### src/rtl/cc_pkg.sv
package cc_pkg;

  localparam int ST_IDLE  = 0;
  localparam int ST_LIN   = 1;
  localparam int ST_TRK   = 2;
  localparam int ST_FAST  = 3;
  localparam int ST_FULL  = 4;
  localparam int ST_SUSP  = 5;
  localparam int ST_FAULT = 6;
  localparam int NUM_ST   = 7;

  typedef logic [NUM_ST-1:0] state_t;

  typedef enum logic [1:0] {
    MODE_OFF  = 2'b00,
    MODE_LIN  = 2'b01,
    MODE_TRK  = 2'b10,
    MODE_FAST = 2'b11
  } mode_e;

  function automatic state_t st_bit(input int idx);
    state_t v;
    v = '0;
    v[idx] = 1'b1;
    return v;
  endfunction

  // Pick the charging regime from the two voltage comparators
  function automatic state_t qualify(input logic gt_lo, input logic gt_hi);
    if (!gt_lo)      return st_bit(ST_LIN);
    else if (!gt_hi) return st_bit(ST_TRK);
    else             return st_bit(ST_FAST);
  endfunction

endpackage

### src/rtl/cc_deglitch.sv
module cc_deglitch #(
  parameter int TICKS = 25
) (
  input  logic clk,
  input  logic rst_n,
  input  logic tick,
  input  logic arm,
  input  logic cond,
  output logic done
);
  localparam int CW = $clog2(TICKS + 1);
  localparam logic [CW-1:0] LIMIT = CW'(TICKS);

  logic [CW-1:0] cnt_q;
  logic          clr;
  logic          inc_en;

  assign clr    = !arm || !cond;
  assign inc_en = tick && (cnt_q != LIMIT);

  always_ff @(posedge clk or negedge rst_n) begin
    if (!rst_n) begin
      cnt_q <= '0;
    end else if (clr) begin
      cnt_q <= '0;
    end else if (inc_en) begin
      cnt_q <= cnt_q + 1'b1;
    end
  end

  assign done = arm && cond && (cnt_q == LIMIT);

endmodule

### src/rtl/cc_next_state.sv
module cc_next_state
  import cc_pkg::*;
(
  input  state_t state_q,
  input  logic   en_n,
  input  logic   pwr_good,
  input  logic   in_ovp,
  input  logic   bat_ovp,
  input  logic   bat_present,
  input  logic   temp_ok,
  input  logic   vbat_gt_lo,
  input  logic   vbat_gt_hi,
  input  logic   tmo_pre,
  input  logic   tmo_full,
  input  logic   eoc_done,
  input  logic   rechg_done,
  output state_t state_d
);
  logic   pwr_ok;
  state_t pick;

  assign pwr_ok = pwr_good && !in_ovp;
  assign pick   = qualify(vbat_gt_lo, vbat_gt_hi);

  always_comb begin
    state_d = state_q;
    if (!pwr_ok || en_n) begin
      state_d = st_bit(ST_IDLE);
    end else if (bat_ovp || state_q[ST_FAULT]) begin
      state_d = st_bit(ST_FAULT);
    end else if (!bat_present) begin
      state_d = st_bit(ST_IDLE);
    end else if (state_q[ST_IDLE]) begin
      state_d = temp_ok ? pick : st_bit(ST_SUSP);
    end else if (state_q[ST_LIN] || state_q[ST_TRK]) begin
      if (!temp_ok)     state_d = st_bit(ST_SUSP);
      else if (tmo_pre) state_d = st_bit(ST_FAULT);
      else              state_d = pick;
    end else if (state_q[ST_FAST]) begin
      if (!temp_ok)      state_d = st_bit(ST_SUSP);
      else if (tmo_full) state_d = st_bit(ST_FAULT);
      else if (eoc_done) state_d = st_bit(ST_FULL);
    end else if (state_q[ST_FULL]) begin
      if (rechg_done) state_d = st_bit(ST_IDLE);
    end else if (state_q[ST_SUSP]) begin
      if (temp_ok) state_d = pick;
    end
  end

endmodule

### src/rtl/li_charge_fsm.sv
module li_charge_fsm
  import cc_pkg::*;
#(
  parameter int EOC_TICKS        = 25,
  parameter int RECHG_TICKS      = 25,
  parameter bit FAST_TIMER_RESET = 1'b1
) (
  input  logic       clk,
  input  logic       rst_n,
  input  logic       tick,
  input  logic       en_n,
  input  logic       pwr_good,
  input  logic       in_ovp,
  input  logic       bat_ovp,
  input  logic       bat_present,
  input  logic       temp_ok,
  input  logic       vbat_gt_lo,
  input  logic       vbat_gt_hi,
  input  logic       vbat_lt_rechg,
  input  logic       ibat_lt_eoc,
  input  logic       tmo_pre,
  input  logic       tmo_full,
  output logic       chg_on,
  output logic [1:0] chg_mode,
  output logic       tmr_reset,
  output logic       tmr_halt,
  output logic       stat_a,
  output logic       stat_b
);
  // Reset: asserted asynchronously, released after two clock edges
  logic [1:0] rst_sync;
  logic       rst_int_n;

  always_ff @(posedge clk or negedge rst_n) begin
    if (!rst_n) rst_sync <= 2'b00;
    else        rst_sync <= {rst_sync[0], 1'b1};
  end
  assign rst_int_n = rst_sync[1];

  state_t state_q, state_d;
  logic   eoc_done, rechg_done;

  cc_deglitch #(.TICKS(EOC_TICKS)) u_eoc_dg (
    .clk   (clk),
    .rst_n (rst_int_n),
    .tick  (tick),
    .arm   (state_q[ST_FAST]),
    .cond  (ibat_lt_eoc),
    .done  (eoc_done)
  );

  cc_deglitch #(.TICKS(RECHG_TICKS)) u_rechg_dg (
    .clk   (clk),
    .rst_n (rst_int_n),
    .tick  (tick),
    .arm   (state_q[ST_FULL]),
    .cond  (vbat_lt_rechg),
    .done  (rechg_done)
  );

  cc_next_state u_ns (
    .state_q     (state_q),
    .en_n        (en_n),
    .pwr_good    (pwr_good),
    .in_ovp      (in_ovp),
    .bat_ovp     (bat_ovp),
    .bat_present (bat_present),
    .temp_ok     (temp_ok),
    .vbat_gt_lo  (vbat_gt_lo),
    .vbat_gt_hi  (vbat_gt_hi),
    .tmo_pre     (tmo_pre),
    .tmo_full    (tmo_full),
    .eoc_done    (eoc_done),
    .rechg_done  (rechg_done),
    .state_d     (state_d)
  );

  // Output decode from the next state so outputs line up with state_q
  mode_e mode_d;
  logic  chg_on_d, tmr_reset_d, tmr_halt_d, stat_a_d, stat_b_d;
  logic  from_pre;

  always_comb begin
    if (state_d[ST_LIN])       mode_d = MODE_LIN;
    else if (state_d[ST_TRK])  mode_d = MODE_TRK;
    else if (state_d[ST_FAST]) mode_d = MODE_FAST;
    else                       mode_d = MODE_OFF;
  end

  assign from_pre    = state_q[ST_LIN] || state_q[ST_TRK];
  assign chg_on_d    = state_d[ST_LIN] || state_d[ST_TRK] || state_d[ST_FAST];
  assign tmr_reset_d = state_d[ST_IDLE] ||
                       (FAST_TIMER_RESET && state_d[ST_FAST] && from_pre);
  assign tmr_halt_d  = state_d[ST_SUSP] || state_d[ST_FAULT] || state_d[ST_FULL];
  assign stat_a_d    = state_d[ST_FAULT] || state_d[ST_SUSP] || state_d[ST_IDLE];
  assign stat_b_d    = state_d[ST_FULL]  || state_d[ST_SUSP] || state_d[ST_IDLE];

  always_ff @(posedge clk or negedge rst_int_n) begin
    if (!rst_int_n) begin
      state_q   <= st_bit(ST_IDLE);
      chg_on    <= 1'b0;
      chg_mode  <= MODE_OFF;
      tmr_reset <= 1'b1;
      tmr_halt  <= 1'b0;
      stat_a    <= 1'b1;
      stat_b    <= 1'b1;
    end else begin
      state_q   <= state_d;
      chg_on    <= chg_on_d;
      chg_mode  <= mode_d;
      tmr_reset <= tmr_reset_d;
      tmr_halt  <= tmr_halt_d;
      stat_a    <= stat_a_d;
      stat_b    <= stat_b_d;
    end
  end

endmodule

### config.mk
export PLATFORM = sky130hd
export DESIGN_NAME = li_charge_fsm
export DESIGN_NICKNAME = d
export VERILOG_FILES = /design/src/rtl/cc_pkg.sv /design/src/rtl/cc_deglitch.sv /design/src/rtl/cc_next_state.sv /design/src/rtl/li_charge_fsm.sv
export SDC_FILE = /design/constraint.sdc
export NUM_CORES = 1
export LEC_CHECK = 0
export ABC_AREA = 0
export BUFFER_PORTS_ARGS = -buffer_cell sky130_fd_sc_hd__buf_2
export CORE_MARGIN = 3
export CORE_UTILIZATION = 54
export CTS_CLUSTER_SIZE = 40
export DETAILED_ROUTE_END_ITERATION = 8
export MAX_ROUTING_LAYER = met4
export PLACE_DENSITY = 0.78
export SLEW_MARGIN = 20
export SYNTH_ARGS = -nofsm -noshare
export SYNTH_HDL_FRONTEND = slang
export SYNTH_SLANG_ARGS = --single-unit
export TNS_END_PERCENT = 50
### constraint.sdc
create_clock -name clk -period 1 [get_ports clk]
set_input_delay 0.15 -clock clk [delete_from_list [all_inputs] [get_ports clk]]
set_output_delay 0.15 -clock clk [all_outputs]
set_load 0.05 [all_outputs]
# Yosys cells after proc, flatten, opt, wreduce, memory -nomap -nowiden
# Index checks and enable logic that the tools add are counted.
dict set report word_totals {
  wordCells 70
  reg_bits 26
  in_bits 15
  out_inout_bits 7
}
dict set report classes {
  n_eq_ne 4
  mux 25
  reduce_logical 29
  addsub 2
}
# operator count
set op_table {}
lappend op_table {{$mux 7} 17}
lappend op_table {{$mux 5} 4}
lappend op_table {{$logic_or 1x1->1} 13}
lappend op_table {{$add 5x1->5 const B} 2}
lappend op_table {{$eq 5x5->1 const B} 2}
lappend op_table {{$ne 5x5->1 const B} 2}
lappend op_table {{$logic_and 1x1->1} 8}
lappend op_table {{$logic_not 1->1} 6}
lappend op_table {{$mux 2} 3}
lappend op_table {{$mux 4} 1}
lappend op_table {{$reduce_bool 2->1} 2}

# Longest topological paths before layout
dict set report depth {
  depth_word 14
  mapped_depth 7
  ltp_nobuf 7
}

# Hierarchy
# Synthesis repeated with hierarchy kept, for this count alone.
dict set report unflattened {
  cells_unflattened 125
  area_unflattened_um2 1331.3
}
# module cells_each area_per_inst_um2 instances
set modules_own_cells {}
lappend modules_own_cells {cc_deglitch 27 286.5 2}
lappend modules_own_cells {li_charge_fsm 27 465.4 1}
lappend modules_own_cells {cc_next_state 44 292.8 1}

# Worst setup path before layout
# OpenSTA, ideal clock, no wires.
dict set report synth_timing {
  path_kind {reg-to-reg}
  from {reg u_rechg_dg.cnt_q[1]}
  to {reg stat_a}
  setup_time_ns 0.094
  required_ns 0.906
  t_arrival_ns 1.547
  slack_ns -0.641
  path_stages_with_launch 8
  n_path_buf 0
  cell_sequence {dfrtp_1 > inv_1 > ha_1 > nand4b_1 > nor3_1 > o32ai_1 > nand2b_2 > or4b_1}
}
dict set report synth_between {
  elab_chain_cells 12
}
# item line_no
set synth_rtl {}
lappend synth_rtl {{from (decl)} cc_deglitch.sv:14} ;# logic [CW-1:0] cnt_q;
lappend synth_rtl {{from (signal assigned)} cc_deglitch.sv:27} ;# cnt_q <= cnt_q + 1'b1;
lappend synth_rtl {{$eq 5x5->1 *} cc_deglitch.sv:31} ;# assign done = arm && cond && (cnt_q == LIMIT);
lappend synth_rtl {{$logic_and 1x1->1 *} cc_deglitch.sv:31}
lappend synth_rtl {{$mux 7 *} cc_next_state.sv:44} ;# if (rechg_done) state_d = st_bit(ST_IDLE);
lappend synth_rtl {{$mux 7 *} cc_next_state.sv:43} ;# end else if (state_q[ST_FULL]) begin
lappend synth_rtl {{$mux 7 *} cc_next_state.sv:39} ;# end else if (state_q[ST_FAST]) begin
lappend synth_rtl {{$mux 7 *} cc_next_state.sv:35} ;# end else if (state_q[ST_LIN] || state_q[ST_TRK]) begin
lappend synth_rtl {{$mux 7 *} cc_next_state.sv:33} ;# end else if (state_q[ST_IDLE]) begin
lappend synth_rtl {{$mux 7 *} cc_next_state.sv:31} ;# end else if (!bat_present) begin
lappend synth_rtl {{$mux 7 *} cc_next_state.sv:29} ;# end else if (bat_ovp || state_q[ST_FAULT]) begin
lappend synth_rtl {{$mux 7 *} cc_next_state.sv:27} ;# if (!pwr_ok || en_n) begin
lappend synth_rtl {{$logic_or 1x1->1} li_charge_fsm.sv:95} ;# assign stat_a_d = state_d[ST_FAULT] || state_d[ST_SUSP] || state_d[ST_IDLE];
lappend synth_rtl {{$logic_or 1x1->1 *} li_charge_fsm.sv:95}
lappend synth_rtl {{via stat_a_d} li_charge_fsm.sv:80} ;# logic chg_on_d, tmr_reset_d, tmr_halt_d, stat_a_d, stat_b_d;
lappend synth_rtl {{to (signal assigned)} li_charge_fsm.sv:113} ;# stat_a <= stat_a_d;
lappend synth_rtl {{to (decl)} li_charge_fsm.sv:27} ;# output logic stat_a,
# Mark *: on every way through the listed nets, which the timed path passes. The rest lies on a longest branch.
# A chain may end at the register's enable or synchronous reset.

# Worst setup path after layout
# Ends and elaborated chain as after synthesis.

==> metrics.md <==
| Metric | Value |
|---|---|
| CTS tree | done |
| Met2 Wirelength | 2280 um |
| Yosys warning count | 0 |
| Synth cell types | 39 |
| Uppermost layer routed | met4 |
| Largest net degree at the start of global routing | 17 |
| Die Y-Extent | 53.8 um |
| DRT Pass-1 Iters | 4 |
| Post-route DRC | 0 |
| Post-synth top flop | dfrtp_1 |
| Final net count | 199 |
| Crit Path Class | reg -> reg |
| Seq cells post-synth | 26 |
| I/O Pins | 22 |
| Fin worst setup slack | -886 ps |
| Met3 Wirelength | 504 um |
| Area grow syn2layout | 60.9% |
| First-pass GRT wire length | 5560 um |
| Vias | 1324 |
| Synth area leader | dfrtp_1 |
| Worst-skew pair later-pin latency | 330 ps |
| Final setup violating endpoints | 31 |
| Critical-path top delay cell | dfrtp_1 |
| # rows | 16 |
| Clock sinks | 26 |
| Worst hold-check path type | in -> reg |
| Leakage power | 0.926 nW |
| N_diodes | 0 |
| Worst-Margin Slew | 530 ps |
| Crit-path cells | inv_2 > ha_4 > nand4b_1 > nor3_2 > o32ai_2 > nand2b_2 > or4b_1 |
| Final Cycle Share | 1.89 |
| Worst slack at placement | -613 ps |
| Initial core utilization | 0.600 |
| Clock transition at the registers of the reported paths | 140 ps |
| Clk_skew | 5.87 ps |
| Worst setup SP type | register |
| Crit. End Element | register |
| Ranking of synthesized cells by area | dfrtp_1, dfstp_2, nor2_1 |
| Pwr/cell area | 1020 mW/mm^2 |
| Buffers & Inverters on Critical Path | 1 |
| Initial antenna violation count | 0 |
| Fmax achieved | 0.530 GHz |
| Max VDD drop | 1170 uV |
| Run status | finished, violations left |
| DR iter-0 viols | 90 |
| ANT nets after route | 0 |
| WP data required | 1260 ps |
| Cell with the most instances after synthesis | dfrtp_1 |
| Final min period | 1890 ps |
| Delay-heaviest family, CP | simple AND/OR/NAND/NOR gates |
| Overall routed net length | 4840 um |
| Met1 wire length | 1600 um |
| Clock Tree Buf Depth | 2 |
| DPL Wire Length | 2250 um |
| Post-synth EDFFs | 0 |
| Count of maximum capacitance violations | 0 |
| Max-slew violation count | 0 |
| Largest stage delay, worst path | 460 ps |
| Total die area | 0.00290 mm^2 |
| Total track usage | 0.283 |
| Asr flop ratio synth | 1.00 |
| Syn_area_per_cell | 10.5 um^2 |
| Fin. Hold Viols | 0 |
| Share of the synthesized area in the top cell type | 0.445 |
| Reg2reg setup slack | -890 ps |
| DR vias/cell | 6.43 |
| I/O Buffers | 21 |
| Routability cong. | 0.847 |
| Post-synth top cells | dfrtp_1, nor2_1, nand2_1, inv_1, xor2_1 |
| Core box area | 0.00206 mm^2 |
| Synth Net Count | 137 |
| RSZ-0062 raised after global routing | true |
| Fraction of the yosys area taken by sequential cells | 0.530 |
| CP Max Fanout | 2 |
| Routed len/inst | 23.5 um |
| Clock root buffer | clkbuf_4 |
| Total gr overflow | 0 |
| Vias in the first global route | 1220 |
| Die W | 53.8 um |
| Cts bufs inserted | 3 |
| Final Core Density | 0.965 |
| Post-Syn Area | 0.00124 mm^2 |
| Relative slew slack | 0.643 |
| H-Tree Depth | 1 |
| Violated checks | negative setup slack |
| Share of cells above drive strength 1 | 0.592 |
| Worst EP arrival | 2150 ps |
| Cells after synthesis | 118 |
[worst register-to-register path, stage by stage (launching register included)]
cell and delay [ps]:
dfrtp_1 460, inv_2 120, ha_4 130, nand4b_1 190, nor3_2 240, o32ai_2 140, nand2b_2 90, or4b_1 430
[per-layer routing]
layer  GRT usage  vias to the layer above
li1            -                      525
met1       0.314                      626
met2       0.462                      113
met3      0.0803                       60
met4       0.145                        0
met5           -                        -
[power by group]
group	total (mW)	switching [mW]	internal, mW	leakage [nW]
clock network	0.724	0.318	0.406	0.0279
registers	1.09	0.0121	1.07	0.343
logic	0.230	0.132	0.0977	0.555
total	2.04	0.462	1.58	0.926
[cell families (layout without fill, tap and decap cells)]
family,after synthesis,count (layout),synth area share
XOR/XNOR,8,8,0.0567
buffers and inverters,8,69,0.0304
other,1,1,0.00303
adder cells (fa/ha/maj),4,4,0.0405
AND/OR/NAND/NOR,57,57,0.258
AO/OA/AOI/OAI,14,14,0.0810
flip-flops,26,26,0.530
[metrics by stage]
| step | instance area, um^2 | total power, mW | std cells | TNS (ps) | hold WS [ps] |
|---|---|---|---|---|---|
| after floorplan | 1240 | 1.18 | 118 | -6050 | -146 |
| after global placement | 1560 | 1.26 | 191 | -7750 | -65.5 |
| after detailed placement | 1560 | 1.27 | 191 | -8940 | -62.4 |
| after CTS | 1760 | 1.99 | 199 | -10040 | 87.8 |
| after global routing | 1990 | 2.10 | 206 | -16480 | 64.5 |
| final | 1990 | 2.04 | 206 | -14250 | 93.7 |
[area by class of cell]
type                    count  area, um^2
clock buffers               3        22.5
clock inverters             1        30.0
fillers                    43        72.6
inverters                   7        26.3
multi-input cells          84         743
flip-flops and latches     26         657
well taps                  27        33.8
repair buffers             58         477
[what timing repair did]
item                                   CTS  global route
resized for setup                       31            42
pin swaps                               14            24
hold buffers                             2             0
endpoints found under the hold margin    3             0
gates cloned                             0             0
setup endpoints to repair               29            31
setup buffers                            2             8
[final timing paths]
check,start,cells past startpoint,end
setup reg to reg,u_rechg_dg.cnt_q[1]$_DFFE_PN0P_,7,stat_a$_DFF_PN1_
hold / removal,vbat_gt_lo,3,state_q[1]$_DFF_PN0_
max in group asynchronous,rst_sync[1]$_DFF_PN0_,1,stat_b$_DFF_PN1_
hold reg to reg,rst_sync[1]$_DFF_PN0_,1,chg_mode[1]$_DFF_PN0_
setup / recovery,u_rechg_dg.cnt_q[1]$_DFFE_PN0P_,7,stat_a$_DFF_PN1_
min in group asynchronous,rst_n,2,rst_sync[1]$_DFF_PN0_
[state kept, by name (all words and copies together), names as in the netlist, 2 cells and up]
name	count
u_eoc_dg.cnt_q	5
state_q	7
u_rechg_dg.cnt_q	5
rst_sync	2
chg_mode	2
[cell usage in the layout (no fill, tap or decap), types with 4 or more instances in the layout]
master / Yosys / routed
buf_2: 0 / 14
buf_4: 0 / 26
buf_6: 1 / 13
dfrtp_1: 22 / 21
dfstp_2: 4 / 4
inv_1: 7 / 5
nand2_1: 12 / 5
nand2_2: 0 / 5
nand4_1: 5 / 5
nor2_1: 18 / 12
nor2_4: 1 / 7
xor2_1: 7 / 6
Power figures use the tool's default switching activity.
